$ cat src/rtl/sst_pkg.sv
package sst_pkg;
   typedef enum logic {
      SRC_EMPTY = 1'b0,
      SRC_DONE  = 1'b1
   } sst_src_e;

   typedef struct packed {
      logic rise;
      logic fall;
   } sst_edges_t;
endpackage

$ cat src/rtl/sst_edge_sync.sv
module sst_edge_sync
   import sst_pkg::*;
#(
   parameter int STAGES = 2
) (
   input  logic       clk,
   input  logic       rst_n,
   input  logic       pin_i,
   output sst_edges_t ev_o
);
   if (STAGES < 2) begin : g_bad_stages
      $error("sst_edge_sync: STAGES must be at least 2");
   end

   logic [STAGES-1:0] chain_q;
   logic              last_q;

   always_ff @(posedge clk or negedge rst_n) begin
      if (!rst_n) begin
         chain_q <= '1;
         last_q  <= 1'b1;
      end else begin
         chain_q <= {chain_q[STAGES-2:0], pin_i};
         last_q  <= chain_q[STAGES-1];
      end
   end

   always_comb begin
      ev_o.rise = chain_q[STAGES-1] & ~last_q;
      ev_o.fall = ~chain_q[STAGES-1] & last_q;
   end
endmodule

$ cat src/rtl/sst_baud.sv
module sst_baud
   import sst_pkg::*;
#(
   parameter int DIV_W = 8
) (
   input  logic             clk,
   input  logic             rst_n,
   input  logic             run_i,
   input  logic             restart_i,
   input  logic [DIV_W-1:0] half_i,
   output sst_edges_t       ev_o
);
   if (DIV_W < 1) begin : g_bad_div
      $error("sst_baud: DIV_W must be at least 1");
   end

   logic [DIV_W-1:0] cnt_q;
   logic             high_q;   // 1: high half running, next tick is a falling edge
   logic [DIV_W-1:0] half_eff;
   logic             tick;

   assign half_eff = (half_i == '0) ? DIV_W'(1) : half_i;
   assign tick     = run_i && (cnt_q == half_eff - DIV_W'(1));

   always_ff @(posedge clk or negedge rst_n) begin
      if (!rst_n) begin
         cnt_q  <= '0;
         high_q <= 1'b0;
      end else if (restart_i || !run_i) begin
         cnt_q  <= '0;
         high_q <= 1'b0;
      end else if (tick) begin
         cnt_q  <= '0;
         high_q <= ~high_q;
      end else begin
         cnt_q  <= cnt_q + DIV_W'(1);
      end
   end

   always_comb begin
      ev_o.rise = tick & ~high_q;
      ev_o.fall = tick & high_q;
   end
endmodule

$ cat src/rtl/sst_buf_shift.sv
module sst_buf_shift
   import sst_pkg::*;
#(
   parameter int DATA_W    = 8,
   parameter bit LSB_FIRST = 1'b1
) (
   input  logic              clk,
   input  logic              rst_n,
   input  logic              wr_i,
   input  logic [DATA_W-1:0] data_i,
   input  logic              en_i,
   input  logic              ext_i,
   input  sst_edges_t        ev_i,
   output logic              load_o,
   output logic              done_o,
   output logic              active_o,
   output logic              empty_o,
   output logic              txd_o,
   output logic              sclk_o
);
   localparam int CNT_W = $clog2(DATA_W + 1);
   localparam logic [CNT_W-1:0] LAST_INT = CNT_W'(DATA_W);
   localparam logic [CNT_W-1:0] LAST_EXT = CNT_W'(DATA_W - 1);

   if (DATA_W < 2) begin : g_bad_width
      $error("sst_buf_shift: DATA_W must be at least 2");
   end

   logic [DATA_W-1:0] buf_q, sr_q;
   logic              empty_q, active_q, txd_q, sclk_q;
   logic [CNT_W-1:0]  bitcnt_q;
   logic              first_bit, shift_bit;
   logic [DATA_W-1:0] load_rest, shift_rest;
   logic              frame_end, start_idle, reload;

   if (LSB_FIRST) begin : g_lsb
      assign first_bit  = buf_q[0];
      assign load_rest  = buf_q >> 1;
      assign shift_bit  = sr_q[0];
      assign shift_rest = sr_q >> 1;
   end else begin : g_msb
      assign first_bit  = buf_q[DATA_W-1];
      assign load_rest  = buf_q << 1;
      assign shift_bit  = sr_q[DATA_W-1];
      assign shift_rest = sr_q << 1;
   end

   always_comb begin
      frame_end  = active_q && (ext_i ? (ev_i.rise && bitcnt_q == LAST_EXT)
                                      : (ev_i.fall && bitcnt_q == LAST_INT));
      start_idle = !active_q && !empty_q && en_i;
      reload     = frame_end && !empty_q && en_i;
      load_o     = start_idle || reload;
      done_o     = frame_end && !reload;
   end

   always_ff @(posedge clk or negedge rst_n) begin
      if (!rst_n) begin
         buf_q   <= '0;
         empty_q <= 1'b1;
      end else if (wr_i) begin
         buf_q   <= data_i;
         empty_q <= 1'b0;
      end else if (load_o) begin
         empty_q <= 1'b1;
      end
   end

   always_ff @(posedge clk or negedge rst_n) begin
      if (!rst_n) begin
         sr_q     <= '0;
         active_q <= 1'b0;
         bitcnt_q <= '0;
         txd_q    <= 1'b1;
         sclk_q   <= 1'b1;
      end else if (load_o) begin
         sr_q     <= load_rest;
         active_q <= 1'b1;
         bitcnt_q <= '0;
         txd_q    <= first_bit;
         sclk_q   <= ext_i;        // internal role starts with a low half
      end else if (done_o) begin
         active_q <= 1'b0;
         sclk_q   <= 1'b1;
      end else if (active_q) begin
         if (ev_i.rise) begin
            bitcnt_q <= bitcnt_q + CNT_W'(1);
            sclk_q   <= 1'b1;
         end else if (ev_i.fall && bitcnt_q != '0) begin
            txd_q    <= shift_bit;
            sr_q     <= shift_rest;
            sclk_q   <= ext_i;     // only the internal role drives the pin low
         end
      end
   end

   assign active_o = active_q;
   assign empty_o  = empty_q;
   assign txd_o    = txd_q;
   assign sclk_o   = sclk_q;


   buf_write_chk: assert property (@(posedge clk) disable iff (!rst_n)
      wr_i |=> !empty_q);

   no_start_chk: assert property (@(posedge clk) disable iff (!rst_n)
      (!en_i && !active_q) |=> !active_q);

   ext_sclk_high_chk: assert property (@(posedge clk) disable iff (!rst_n)
      (ext_i && sclk_q) |=> sclk_q);
endmodule

$ cat src/rtl/sst_req.sv
module sst_req
   import sst_pkg::*;
(
   input  logic     clk,
   input  logic     rst_n,
   input  logic     en_i,
   input  logic     empty_i,
   input  logic     load_i,
   input  logic     done_i,
   input  logic     ext_i,
   input  sst_src_e src_i,
   input  logic     ack_i,
   input  logic     clr_i,
   output logic     irq_o,
   output logic     dma_o
);
   logic en_q, irq_q, dma_q;
   logic empty_ev, fin_ev, set;

   always_comb begin
      empty_ev = load_i || (en_i && !en_q && empty_i);
      fin_ev   = (done_i && !ext_i) || (en_q && !en_i);
      set      = (src_i == SRC_DONE) ? (fin_ev && !ext_i) : empty_ev;
   end

   always_ff @(posedge clk or negedge rst_n) begin
      if (!rst_n) begin
         en_q  <= 1'b0;
         irq_q <= 1'b0;
         dma_q <= 1'b0;
      end else begin
         en_q  <= en_i;
         dma_q <= empty_ev && (src_i == SRC_EMPTY);
         if (set)                irq_q <= 1'b1;
         else if (ack_i || clr_i) irq_q <= 1'b0;
      end
   end

   assign irq_o = irq_q;
   assign dma_o = dma_q;


   irq_set_chk: assert property (@(posedge clk) disable iff (!rst_n)
      set |=> irq_q);

   irq_clear_chk: assert property (@(posedge clk) disable iff (!rst_n)
      ((ack_i || clr_i) && !set) |=> !irq_q);
endmodule

$ cat src/rtl/sync_serial_tx.sv
module sync_serial_tx
   import sst_pkg::*;
#(
   parameter int DATA_W      = 8,
   parameter int DIV_W       = 8,
   parameter int SYNC_STAGES = 2,
   parameter bit LSB_FIRST   = 1'b1
) (
   input  logic              clk,
   input  logic              rst_n,
   input  logic [DATA_W-1:0] tx_data_i,
   input  logic              tx_wr_i,
   input  logic              tx_en_i,
   input  logic              clk_ext_sel_i,
   input  logic              irq_fin_sel_i,
   input  logic [DIV_W-1:0]  div_half_i,
   input  logic              sclk_i,
   input  logic              irq_ack_i,
   input  logic              irq_clr_i,
   output logic              sclk_o,
   output logic              txd_o,
   output logic              buf_empty_o,
   output logic              busy_o,
   output logic              irq_o,
   output logic              dma_req_o
);
   sst_edges_t int_ev, ext_ev, sel_ev;
   logic       load, done, active;
   sst_src_e   src;

   assign src = sst_src_e'(irq_fin_sel_i);

   sst_edge_sync #(.STAGES(SYNC_STAGES)) u_sync (
      .clk(clk), .rst_n(rst_n), .pin_i(sclk_i), .ev_o(ext_ev)
   );

   sst_baud #(.DIV_W(DIV_W)) u_baud (
      .clk(clk), .rst_n(rst_n), .run_i(active && !clk_ext_sel_i),
      .restart_i(load), .half_i(div_half_i), .ev_o(int_ev)
   );

   assign sel_ev = clk_ext_sel_i ? ext_ev : int_ev;

   sst_buf_shift #(.DATA_W(DATA_W), .LSB_FIRST(LSB_FIRST)) u_shift (
      .clk(clk), .rst_n(rst_n), .wr_i(tx_wr_i), .data_i(tx_data_i),
      .en_i(tx_en_i), .ext_i(clk_ext_sel_i), .ev_i(sel_ev),
      .load_o(load), .done_o(done), .active_o(active),
      .empty_o(buf_empty_o), .txd_o(txd_o), .sclk_o(sclk_o)
   );

   sst_req u_req (
      .clk(clk), .rst_n(rst_n), .en_i(tx_en_i), .empty_i(buf_empty_o),
      .load_i(load), .done_i(done), .ext_i(clk_ext_sel_i), .src_i(src),
      .ack_i(irq_ack_i), .clr_i(irq_clr_i), .irq_o(irq_o), .dma_o(dma_req_o)
   );

   assign busy_o = active || !buf_empty_o;


   no_done_ext_chk: assert property (@(posedge clk) disable iff (!rst_n)
      (clk_ext_sel_i && irq_fin_sel_i && !irq_o) |=> !irq_o);
endmodule

$ cat config.mk
export PLATFORM = sky130hd
export DESIGN_NAME = sync_serial_tx
export DESIGN_NICKNAME = d
export VERILOG_FILES = /design/src/rtl/sst_pkg.sv /design/src/rtl/sst_edge_sync.sv /design/src/rtl/sst_baud.sv /design/src/rtl/sst_buf_shift.sv /design/src/rtl/sst_req.sv /design/src/rtl/sync_serial_tx.sv
export SDC_FILE = /design/constraint.sdc
export NUM_CORES = 1
export LEC_CHECK = 0
export CAP_MARGIN = 0
export CORE_MARGIN = 2
export CORE_UTILIZATION = 56
export CTS_BUF_LIST = sky130_fd_sc_hd__clkbuf_8
export DETAILED_ROUTE_END_ITERATION = 10
export GPL_TIMING_DRIVEN = 0
export HOLD_SLACK_MARGIN = 0.02
export PLACE_DENSITY = 0.82
export SETUP_SLACK_MARGIN = 0.1
export SLEW_MARGIN = 20
export SYNTH_ARGS = -nofsm -noshare
export SYNTH_HDL_FRONTEND = slang
export SYNTH_SLANG_ARGS = --single-unit
$ cat constraint.sdc
create_clock -name clk -period 3.1 [get_ports clk]
set_input_delay 0.62 -clock clk [delete_from_list [all_inputs] [get_ports clk]]
set_output_delay 0.62 -clock clk [all_outputs]
set_load 0.02 [all_outputs]
==> results of run 1 <==
-- where the power goes --
part | switching [mW] | internal (mW) | leakage, nW
registers | 0.0586 | 0.586 | 0.473
logic | 0.140 | 0.167 | 0.609
clock network | 0.166 | 0.176 | 0.0524
total | 0.364 | 0.929 | 1.13
-- worst max-delay path, delay by kind of cell --
family | cells | cell delay (ns)
buffers and inverters | 3 | 0.58
adder cells (fa/ha/maj) | 1 | 0.23
AO/OA/AOI/OAI | 4 | 0.93
AND/OR/NAND/NOR | 4 | 0.60
XOR/XNOR | 1 | 0.13
-- how the worst min path moves through the flow --
stage,cells past startpoint,endpoint,slack (ns),start
floorplan,0,u_baud.cnt_q[0]$_DFF_PN0_,0.32,rst_n
CTS,1,u_shift.buf_q[1]$_DFFE_PN0P_,0.16,rst_n
finish,1,u_shift.buf_q[1]$_DFFE_PN0P_,0.16,rst_n
detailed placement,0,u_sync.chain_q[1]$_DFF_PN1_,0.35,u_sync.chain_q[0]$_DFF_PN1_
global placement,0,u_sync.chain_q[1]$_DFF_PN1_,0.35,u_sync.chain_q[0]$_DFF_PN1_
global route,1,u_shift.buf_q[1]$_DFFE_PN0P_,0.16,rst_n
-- placed cells by master (no fill, tap or decap), drive strengths merged, types with 2 or more instances in the layout --
master,count
a211o,2
a21oi,4
a221o,6
and3,5
buf,16
clkbuf,10
clkdlybuf4s15,2
clkdlybuf4s50,20
dfrtp,32
dfstp,6
ha,4
inv,10
mux2,9
mux2i,2
nand2,9
nand2b,5
nand3,8
nor2,15
nor3,6
nor3b,9
o211ai,2
o21ai,6
o21bai,2
o31ai,2
or2,3
or3,4
xnor2,4
xor2,11
-- cell usage after synthesis, types with 2 or more instances --
library cell / n
a21oi_1: 4
a221o_1: 6
and3_1: 5
buf_6: 2
clkbuf_1: 2
dfrtp_1: 32
dfstp_2: 6
ha_1: 4
inv_1: 9
mux2_2: 8
mux2i_1: 2
nand2_1: 9
nand2b_1: 5
nand3_1: 8
nor2_1: 15
nor3_1: 5
nor3b_1: 9
o21ai_1: 5
o21bai_1: 2
o31ai_1: 2
or2_2: 3
or3_1: 3
xnor2_1: 4
xor2_1: 11
-- flip-flops by register name, summed over array words and instances (netlist names) --
signal / count
u_shift.sr_q: 7
u_sync.last_q: 1
u_shift.bitcnt_q: 4
u_shift.sclk_o: 1
u_shift.empty_o: 1
u_baud.high_q: 1
u_req.dma_o: 1
u_baud.cnt_q: 8
u_sync.chain_q: 2
u_req.irq_o: 1
u_shift.txd_o: 1
u_shift.buf_q: 8
u_shift.active_o: 1
u_req.en_q: 1
-- repair_timing --
action | CTS | global route
endpoints found under the setup margin | 17 | 14
setup buffers | 7 | 1
pin swaps | 7 | 8
gates resized for setup | 18 | 11
cloned | 0 | 0
-- kinds of logic after synthesis --
group / after synthesis / share of synthesized area
buf+inv: 15 / 0.0375
fa+ha+maj: 4 / 0.0246
xor+xnor: 15 / 0.0645
compound gates: 32 / 0.144
simple gates: 70 / 0.197
flops: 38 / 0.471
mux: 11 / 0.0614
-- final cells by class --
class | count | area share
Clock inverter | 2 | 0.00341
Sequential cell | 38 | 0.373
Buffer | 6 | 0.0180
Multi-Input combinational cell | 132 | 0.403
Inverter | 9 | 0.0132
Timing Repair Buffer | 38 | 0.135
Tap cell | 46 | 0.0224
Clock buffer | 6 | 0.0322
-- per-layer routing --
metal | share of wire | global-route usage | vias up
li1 | - | - | 756
met1 | 0.42 | 0.264 | 796
met2 | 0.52 | 0.385 | 47
met3 | 0.041 | 0.0563 | 10
met4 | 0.022 | 0.0904 | 0
met5 | 0 | 0 | -
-- per-stage QoR --
| stage | hold WS (ns) | setup TNS [ns] |
|---|---|---|
| 6_report | 0.163 | 0 |
| 5_1_grt | 0.164 | 0 |
| 4_1_cts | 0.158 | 0 |
| 3_5_place_dp | 0.349 | -12.22 |
| 3_3_place_gp | 0.347 | -8.67 |
| 2_1_floorplan | 0.324 | 0 |
==> run_results.csv, run 1 <==
group,metric,value,unit
critical_path,reg2reg_to,"u_shift.sr_q[5]$_DFFE_PN0P_",
critical_path,path_cells,"dlygate4sd2_1 > nor3_2 > a21oi_2 > ha_2 > nor3b_4 > xnor2_1 > and4_1 > o2111ai_4 > o211ai_4 > nor3_4 > buf_6 > buf_4 > a221o_1",
critical_path,startpoint_type,"input port",
grt,grt_pass1_wl,7150,µm
sta,fin_ws,0.185,ns
synthesis,synthArstFlopShare,1.00,
clocking,cts.sinks,38,
clocking,numCtsBuffers,5,
synthesis,synth_area_leaders,"dfrtp_1 (39%), dfstp_2 (7.7%), xor2_1 (4.7%), mux2_2 (4.4%), nor3b_1 (3.3%)",
clocking,clk_pin_slew,0.07,ns
synthesis,synth_area,0.00204,mm²
drt,antenna_left,0,
grt,grt_overflow,0,
placed_design,port_buffers,29,
floorplanning,core.rowCount,21,
floorplanning,dieArea,0.00414,mm²
clocking,cts_tree,"done",
drt,drt_iter0_drc,100,
critical_path,path_class,"in2reg",
critical_path,max_stage_delay,0.30,ns
final_layout,areaGrowthSynthToFinish,26.0,%
clocking,h-tree-depth,2,
sta,rsz0062_at_grt,"false",
sta,skew,0.00973,ns
sta,period_needed,2.92,ns
clocking,clock_latency,0.29,ns
critical_path,r2r_start,"u_baud.cnt_q[5]$_DFF_PN0_",
floorplanning,die_w,64.3,µm
synthesis,synth_ff_type,"dfrtp_1",
power,power_density,504,mW/mm²
final_layout,seq_area,958,µm²
grt,first_global_vias,1617,
power,leakage,1.13,nW
power,p_total,1.29,mW
power,max-vdd-ir-drop,0.000393,V
final_layout,drive_above_1_share,0.234,
floorplanning,die_y,64.3,µm
clocking,cts.path.max_buffers,2,
drt,vias_per_cell,5.81,
critical_path,crit_arrival,3.09,ns
synthesis,synth_edf_count,0,
grt,grt_max_degree,33,
run,cap_violations,0,
final_layout,fin_area,0.00257,mm²
clocking,postCtsHoldBufs,0,
outcome,status,"finished clean",
synthesis,yosys.area.top_type,"dfrtp_1",
placed_design,gp_congestion,0.837,
sta,slew_viol_final,0,
sta,period_share,0.940,
placed_design,placed_area,0.00240,mm²
final_layout,diodes,0,
drt,routedWlPerCell,15.1,µm
critical_path,r2r_setup_slack,0.55,ns
critical_path,ff2ff_path_depth,10,
final_layout,finish.utilization,0.752,
synthesis,avgSynthCellArea,11.0,µm²
final_layout,nets,259,
final_layout,instances_no_fill,277,
drt,drc_errors,0,
floorplanning,initial_core_util,0.596,
critical_path,path_max_fanout,7,
critical_path,crit_end,"u_shift.sr_q[5]$_DFFE_PN0P_",
final_layout,multi_input_area,0.00103,mm²
synthesis,yosys_warnings,0,
critical_path,crit_required,3.28,ns
grt,grt_use_total,0.223,
critical_path,end_kind,"flip-flop",
drt,drt_first_pass_iters,4,
min_path,hold_class,"in2async",
critical_path,startpoint,"div_half_i[7]",
clocking,root_buffer,"clkbuf_8",
floorplanning,core-area,0.00342,mm²
drt,wl,4200,µm
synthesis,synth_cell_type_count,48,
synthesis,ys_ff_latch,38,
sta,setup_viol,0,
drt,dr_total_vias,1609,
critical_path,slowest_stage,"dlygate4sd2_1",
synthesis,syn_nets,214,
final_layout,fillers,240,
synthesis,synthCells,185,
placed_design,dp_cells,261,
synthesis,synth_top_cell_area_share,0.393,
sta,slew_headroom,0.675,
floorplanning,io_pins,31,
placed_design,pre_cts_ws,-0.796,ns
grt,antenna_found_initial,0,
sta,worst_pin_slew,0.486,ns
sta,hold_violations,0,
synthesis,yosysSeqAreaShare,0.471,
sta,fmax,343,MHz
placed_design,hpwlAfterDp,3060,µm
(Power assumes the default switching activity.)
==> inputs of run 2 (changes only) <==
- CORE_UTILIZATION: 56 -> 57
- CTS_BUF_LIST: sky130_fd_sc_hd__clkbuf_8 -> default
- PLACE_DENSITY: 0.82 -> 0.84
- SLEW_MARGIN: 20 -> 10
- clock period: 3.1 -> 3.55 ns (I/O delays scaled with it)
==> run 2 against run 1 <==
Flip-flop and latch count unchanged. Design area down 3.1%. Critical path type unchanged. Critical path depth stayed put. First-iteration DRC count rose by 14%. Cell count is 2.5% lower. Critical endpoint is now u_shift.sr_q[2]$_DFFE_PN0P_. Global-route usage increased by 0.33 points. Sequential share of layout area rose by 1.2 points. Die area is 1.6% lower. Via count shrank 4.8%.
==> run_results.csv, run 2 (synthesis results as in run 1) <==
group,metric,value,unit
outcome,status,"finished clean",
critical_path,path_max_fanout,9,
drt,drc_errors,0,
critical_path,end_kind,"flip-flop",
final_layout,final_cell_mix,"dfrtp_1 (32), clkdlybuf4s50_1 (23), nor2_1 (15), xor2_1 (11)",
final_layout,nets,252,
final_layout,layout_commonest_cell,"dfrtp_1",
drt,wl,4090,µm
critical_path,r2r_setup_slack,0.97,ns
clocking,cts.sinks,38,
grt,grt_overflow,0,
sta,fmax,304,MHz
sta,rsz0062_at_grt,"false",
floorplanning,io_pins,31,
drt,dr_total_vias,1531,
critical_path,r2r_start,"u_baud.cnt_q[5]$_DFF_PN0_",
floorplanning,die_w,63.8,µm
final_layout,diodes,0,
floorplanning,core-area,0.00339,mm²
sta,period_share,0.928,
grt,grt_pass1_wl,7160,µm
clocking,root_buffer,"clkbuf_4",
sta,slew_viol_final,0,
critical_path,slowest_stage,"clkdlybuf4s50_1",
clocking,clock_latency,0.35,ns
sta,hold_violations,0,
placed_design,gp_congestion,0.843,
run,cap_violations,0,
floorplanning,dieArea,0.00407,mm²
critical_path,crit_family,"compound AO/OA/AOI/OAI gates",
final_layout,instances_no_fill,270,
clocking,h-tree-depth,2,
critical_path,ff2ff_path_depth,10,
power,max-vdd-ir-drop,0.000360,V
placed_design,port_buffers,29,
final_layout,drive_above_1_share,0.183,
clocking,numCtsBuffers,5,
grt,grt_use_total,0.226,
sta,worst_pin_slew,0.502,ns
clocking,clk_pin_slew,0.11,ns
sta,whs,0.199,ns
grt,grt_max_degree,31,
grt,first_global_vias,1574,
placed_design,placed_area,0.00240,mm²
placed_design,hpwlAfterDp,2980,µm
drt,vias_per_cell,5.67,
final_layout,areaGrowthSynthToFinish,22.2,%
critical_path,path_class,"in2reg",
clocking,cts_tree,"done",
critical_path,startpoint_type,"input port",
drt,drt_first_pass_iters,4,
critical_path,reg2reg_to,"u_shift.sr_q[2]$_DFFE_PN0P_",
power,power_density,425,mW/mm²
drt,drt_iter0_drc,114,
placed_design,dp_cells,261,
clocking,cts.path.max_buffers,2,
critical_path,crit_arrival,3.52,ns
drt,antenna_left,0,
min_path,hold_class,"in2async",
sta,slew_headroom,0.665,
critical_path,path_buf_inv,2,
power,leakage,1.09,nW
final_layout,reg.largest.list,"u_baud.cnt_q (8), u_shift.buf_q (8), u_shift.sr_q (7)",
sta,final.setup.tns,0,ns
critical_path,crit_required,3.78,ns
critical_path,path_cells,"clkdlybuf4s50_1 > nor3_1 > a21oi_1 > ha_2 > nor3b_2 > xnor2_1 > and4_1 > o2111ai_4 > o211ai_4 > and2b_1 > buf_4 > nor3b_1 > a221o_1",
floorplanning,core.rowCount,21,
floorplanning,initial_core_util,0.601,
sta,setup_viol,0,
sta,period_needed,3.29,ns
critical_path,max_stage_delay,0.55,ns
drt,routedWlPerCell,15.1,µm
sta,skew,0.0118,ns
final_layout,fin_area,0.00249,mm²
grt,antenna_found_initial,0,
floorplanning,die_y,63.8,µm
clocking,postCtsHoldBufs,0,
-- run 2: cell types whose count changed in the layout (fill, tap and decap cells not counted), sizes merged --
cell / delta
buf: -9
clkbuf: -1
clkdlybuf4s15: -2
clkdlybuf4s50: +3
dlygate4sd2: +1
dlymetal6s2s: +2
inv: -1
-- run 2: power breakdown --
group | leakage, nW | switching [mW] | internal [mW]
registers | 0.473 | 0.0510 | 0.511
clock network | 0.0353 | 0.136 | 0.0960
logic | 0.586 | 0.121 | 0.142
total | 1.09 | 0.308 | 0.749
-- run 2: worst reg2reg max path, delay by kind of cell (launching register included) --
kind | cells | cell delay [ns]
compound gates | 5 | 1.18
simple gates | 3 | 0.56
flops | 1 | 0.37
buf+inv | 2 | 0.36
-- run 2: repair_timing --
item | in CTS | in global routing
resized for setup | 3 | 5
pin swaps | 1 | 4
endpoints found under the setup margin | 10 | 10
buffers inserted | 1 | 0
hold endpoints to repair | 0 | 0
-- run 2: worst max-delay path by stage --
stage	slack (ns)	to	depth (start not counted)	from
after floorplan	0.49	u_shift.sr_q[2]$_DFFE_PN0P_	12	div_half_i[2]
after global placement	-0.27	u_shift.sr_q[3]$_DFFE_PN0P_	13	div_half_i[2]
after detailed placement	-0.41	u_shift.sr_q[2]$_DFFE_PN0P_	13	div_half_i[2]
after CTS	0.10	u_shift.sr_q[3]$_DFFE_PN0P_	13	div_half_i[4]
after global routing	0.13	u_shift.sr_q[2]$_DFFE_PN0P_	13	div_half_i[1]
final	0.26	u_shift.sr_q[2]$_DFFE_PN0P_	13	div_half_i[1]
-- run 2: final cells by class --
| cell class | instances | area [µm²] |
|---|---|---|
| Sequential cell | 38 | 958 |
| Clock buffer | 7 | 55.1 |
| Multi-Input combinational cell | 132 | 1020 |
| Fill cell | 225 | 901 |
| Tap cell | 46 | 57.6 |
| Inverter | 9 | 33.8 |
| Clock inverter | 1 | 5.00 |
| Buffer | 6 | 42.5 |
| Timing Repair Buffer | 31 | 318 |
-- run 2: through the flow --
step	worst slack (ns)	power, mW	util
floorplan	0.491	0.728	-
global route	0.125	1.13	0.734
global placement	-0.273	0.812	0.704
CTS	0.103	1.06	0.730
detailed placement	-0.406	0.831	0.708
finish	0.256	1.06	0.734
-- run 2: per-layer routing --
layer | vias up | GRT usage | wire, µm
met3 | 7 | 0.0581 | 168
met1 | 744 | 0.277 | 1770
li1 | 742 | - | -
met2 | 38 | 0.382 | 2080
met4 | 0 | 0.0870 | 72
met5 | - | 0 | 0
==> inputs of run 3 (changes only) <==
- MAX_ROUTING_LAYER: default -> met4
- SLEW_MARGIN: 10 -> 20
==> run 3 against run 2 <==
Largest power group unchanged. Sequential power is essentially flat. Critical endpoint is now u_shift.sr_q[3]$_DFFE_PN0P_. Total power is 0.15% higher. Hold slack about the same.
==> run_results.csv, run 3 (synthesis results as in run 1) <==
group,metric,value,unit
power,power_density,425,mW/mm²
floorplanning,die_y,63.8,µm
critical_path,max_stage_delay,0.55,ns
sta,final.setup.tns,0,ns
sta,skew,0.0108,ns
drt,wl,4120,µm
grt,antenna_found_initial,0,
grt,grt_max_degree,31,
drt,routedWlPerCell,15.2,µm
critical_path,path_cells,"clkdlybuf4s50_1 > nor3_1 > a21oi_1 > ha_2 > nor3b_2 > xnor2_1 > and4_1 > o2111ai_4 > o211ai_4 > and2b_1 > buf_4 > nor3b_1 > a221o_1",
critical_path,path_class,"in2reg",
power,pwr-share-seq,0.531,
outcome,status,"finished clean",
drt,drc_errors,0,
power,internal-power,749,µW
drt,drt_iter0_drc,148,
drt,drt_first_pass_iters,4,
final_layout,areaGrowthSynthToFinish,22.2,%
sta,hold_violations,0,
drt,top_layer,"met4",
drt,antenna_left,0,
placed_design,port_buffers,29,
sta,worst_pin_slew,0.503,ns
sta,period_share,0.928,
floorplanning,die_w,63.8,µm
sta,slew_headroom,0.665,
grt,grt_overflow,0,
drt,dr_total_vias,1526,
critical_path,crit_arrival,3.52,ns
drt,wl_met2,2050,µm
clocking,cts.path.max_buffers,2,
grt,grt_pass1_wl,7190,µm
clocking,postCtsHoldBufs,0,
placed_design,dp_cells,261,
grt,grt_use_total,0.234,
critical_path,path_max_fanout,9,
sta,slew_viol_final,0,
final_layout,drive_above_1_share,0.183,
final_layout,seq_area,958,µm²
critical_path,end_kind,"flip-flop",
power,p_comb_frac,0.249,
drt,vias_per_cell,5.65,
critical_path,crit_required,3.78,ns
final_layout,layout_commonest_cell,"dfrtp_1",
final_layout,fillers,225,
clocking,clk_pin_slew,0.11,ns
final_layout,diodes,0,
floorplanning,initial_core_util,0.601,
final_layout,final_cell_mix,"dfrtp_1 (32), clkdlybuf4s50_1 (23), nor2_1 (15), xor2_1 (11)",
clocking,h-tree-depth,2,
run,cap_violations,0,
clocking,cts_tree,"done",
sta,fmax,304,MHz
power,switchingPower,309,µW
power,leakage,1.09,nW
clocking,clock_latency,0.35,ns
floorplanning,core.rowCount,21,
final_layout,instances_no_fill,270,
critical_path,slowest_stage,"clkdlybuf4s50_1",
power,power_frac_clock,0.220,
sta,rsz0062_at_grt,"false",
sta,period_needed,3.29,ns
final_layout,multi_input_area,0.00102,mm²
floorplanning,io_pins,31,
final_layout,reg.largest.list,"u_baud.cnt_q (8), u_shift.buf_q (8), u_shift.sr_q (7)",
power,switching_share,0.292,
clocking,root_buffer,"clkbuf_4",
sta,whs,0.199,ns
final_layout,nets,252,
placed_design,gp_congestion,0.856,
critical_path,startpoint_type,"input port",
floorplanning,core-area,0.00339,mm²
clocking,cts.sinks,38,
power,max-vdd-ir-drop,0.000365,V
drt,route.met3.wl,157,µm
grt,first_global_vias,1566,
placed_design,hpwlAfterDp,2980,µm
drt,wl_met1,1830,µm
min_path,hold_class,"in2async",
clocking,numCtsBuffers,5,
sta,setup_viol,0,
floorplanning,dieArea,0.00407,mm²
[run 3: cell counts in the layout (fill, tap and decap cells not counted)]
No cell type changed its count.
[run 3: what timing repair did]
action / in CTS / in global routing
gates resized for setup: 3 / 5
setup buffers: 1 / 0
setup endpoints to repair: 10 / 11
pin swaps: 1 / 4
[run 3: area by class of cell]
class                   instances  area share
multi-input cells             132       0.409
flip-flops and latches         38       0.385
repair buffers                 31       0.128
well taps                      46      0.0231
clock buffers                   7      0.0221
plain buffers                   6      0.0171
inverters                       9      0.0136
clock inverters                 1     0.00201
[run 3: layer usage]
layer,track usage,up-vias
met5,-,-
met4,0.0870,0
met3,0.0581,7
met2,0.380,34
met1,0.282,742
li1,-,743
[run 3: critical path: cells and delay by family]
family                     cells  cell delay (ns)
AOI/OAI and AO/OA              4             0.99
and+or+nand+nor                5             0.73
buffers and inverters          2             0.71
adders and majority gates      1             0.24
xor gates and xnor gates       1             0.14
[run 3: path summary, 6_finish.rpt]
check	slack, ns	cells past startpoint	start	end
max	0.26	13	div_half_i[1]	u_shift.sr_q[3]$_DFFE_PN0P_
min	0.20	1	rst_n	u_baud.high_q$_DFFE_PN0P_
max reg2reg	0.97	10	u_baud.cnt_q[5]$_DFF_PN0_	u_shift.sr_q[3]$_DFFE_PN0P_
min reg2reg	0.37	0	u_sync.chain_q[0]$_DFF_PN1_	u_sync.chain_q[1]$_DFF_PN1_
max in group asynchronous	2.85	2	rst_n	u_shift.empty_o$_DFFE_PN1P_
min in group clk	0.37	0	u_sync.chain_q[0]$_DFF_PN1_	u_sync.chain_q[1]$_DFF_PN1_
[run 3: power groups by stage]
stage               combinational (mW)  sequential [mW]  clock (mW)
global route                     0.296            0.573       0.259
CTS                              0.265            0.562       0.237
finish                           0.263            0.562       0.233
floorplan                        0.160            0.568           0
detailed placement               0.262            0.569           0
global placement                 0.246            0.566           0
[run 3: through the flow]
| stage | utilization | power (mW) | setup slack (ns) | cell area, µm² |
|---|---|---|---|---|
| after CTS | 0.730 | 1.06 | 0.103 | 2470 |
| after detailed placement | 0.708 | 0.831 | -0.406 | 2400 |
| after global routing | 0.734 | 1.13 | 0.128 | 2490 |
| after floorplan | - | 0.728 | 0.491 | 2040 |
| after global placement | 0.704 | 0.812 | -0.273 | 2380 |
| final | 0.734 | 1.06 | 0.257 | 2490 |
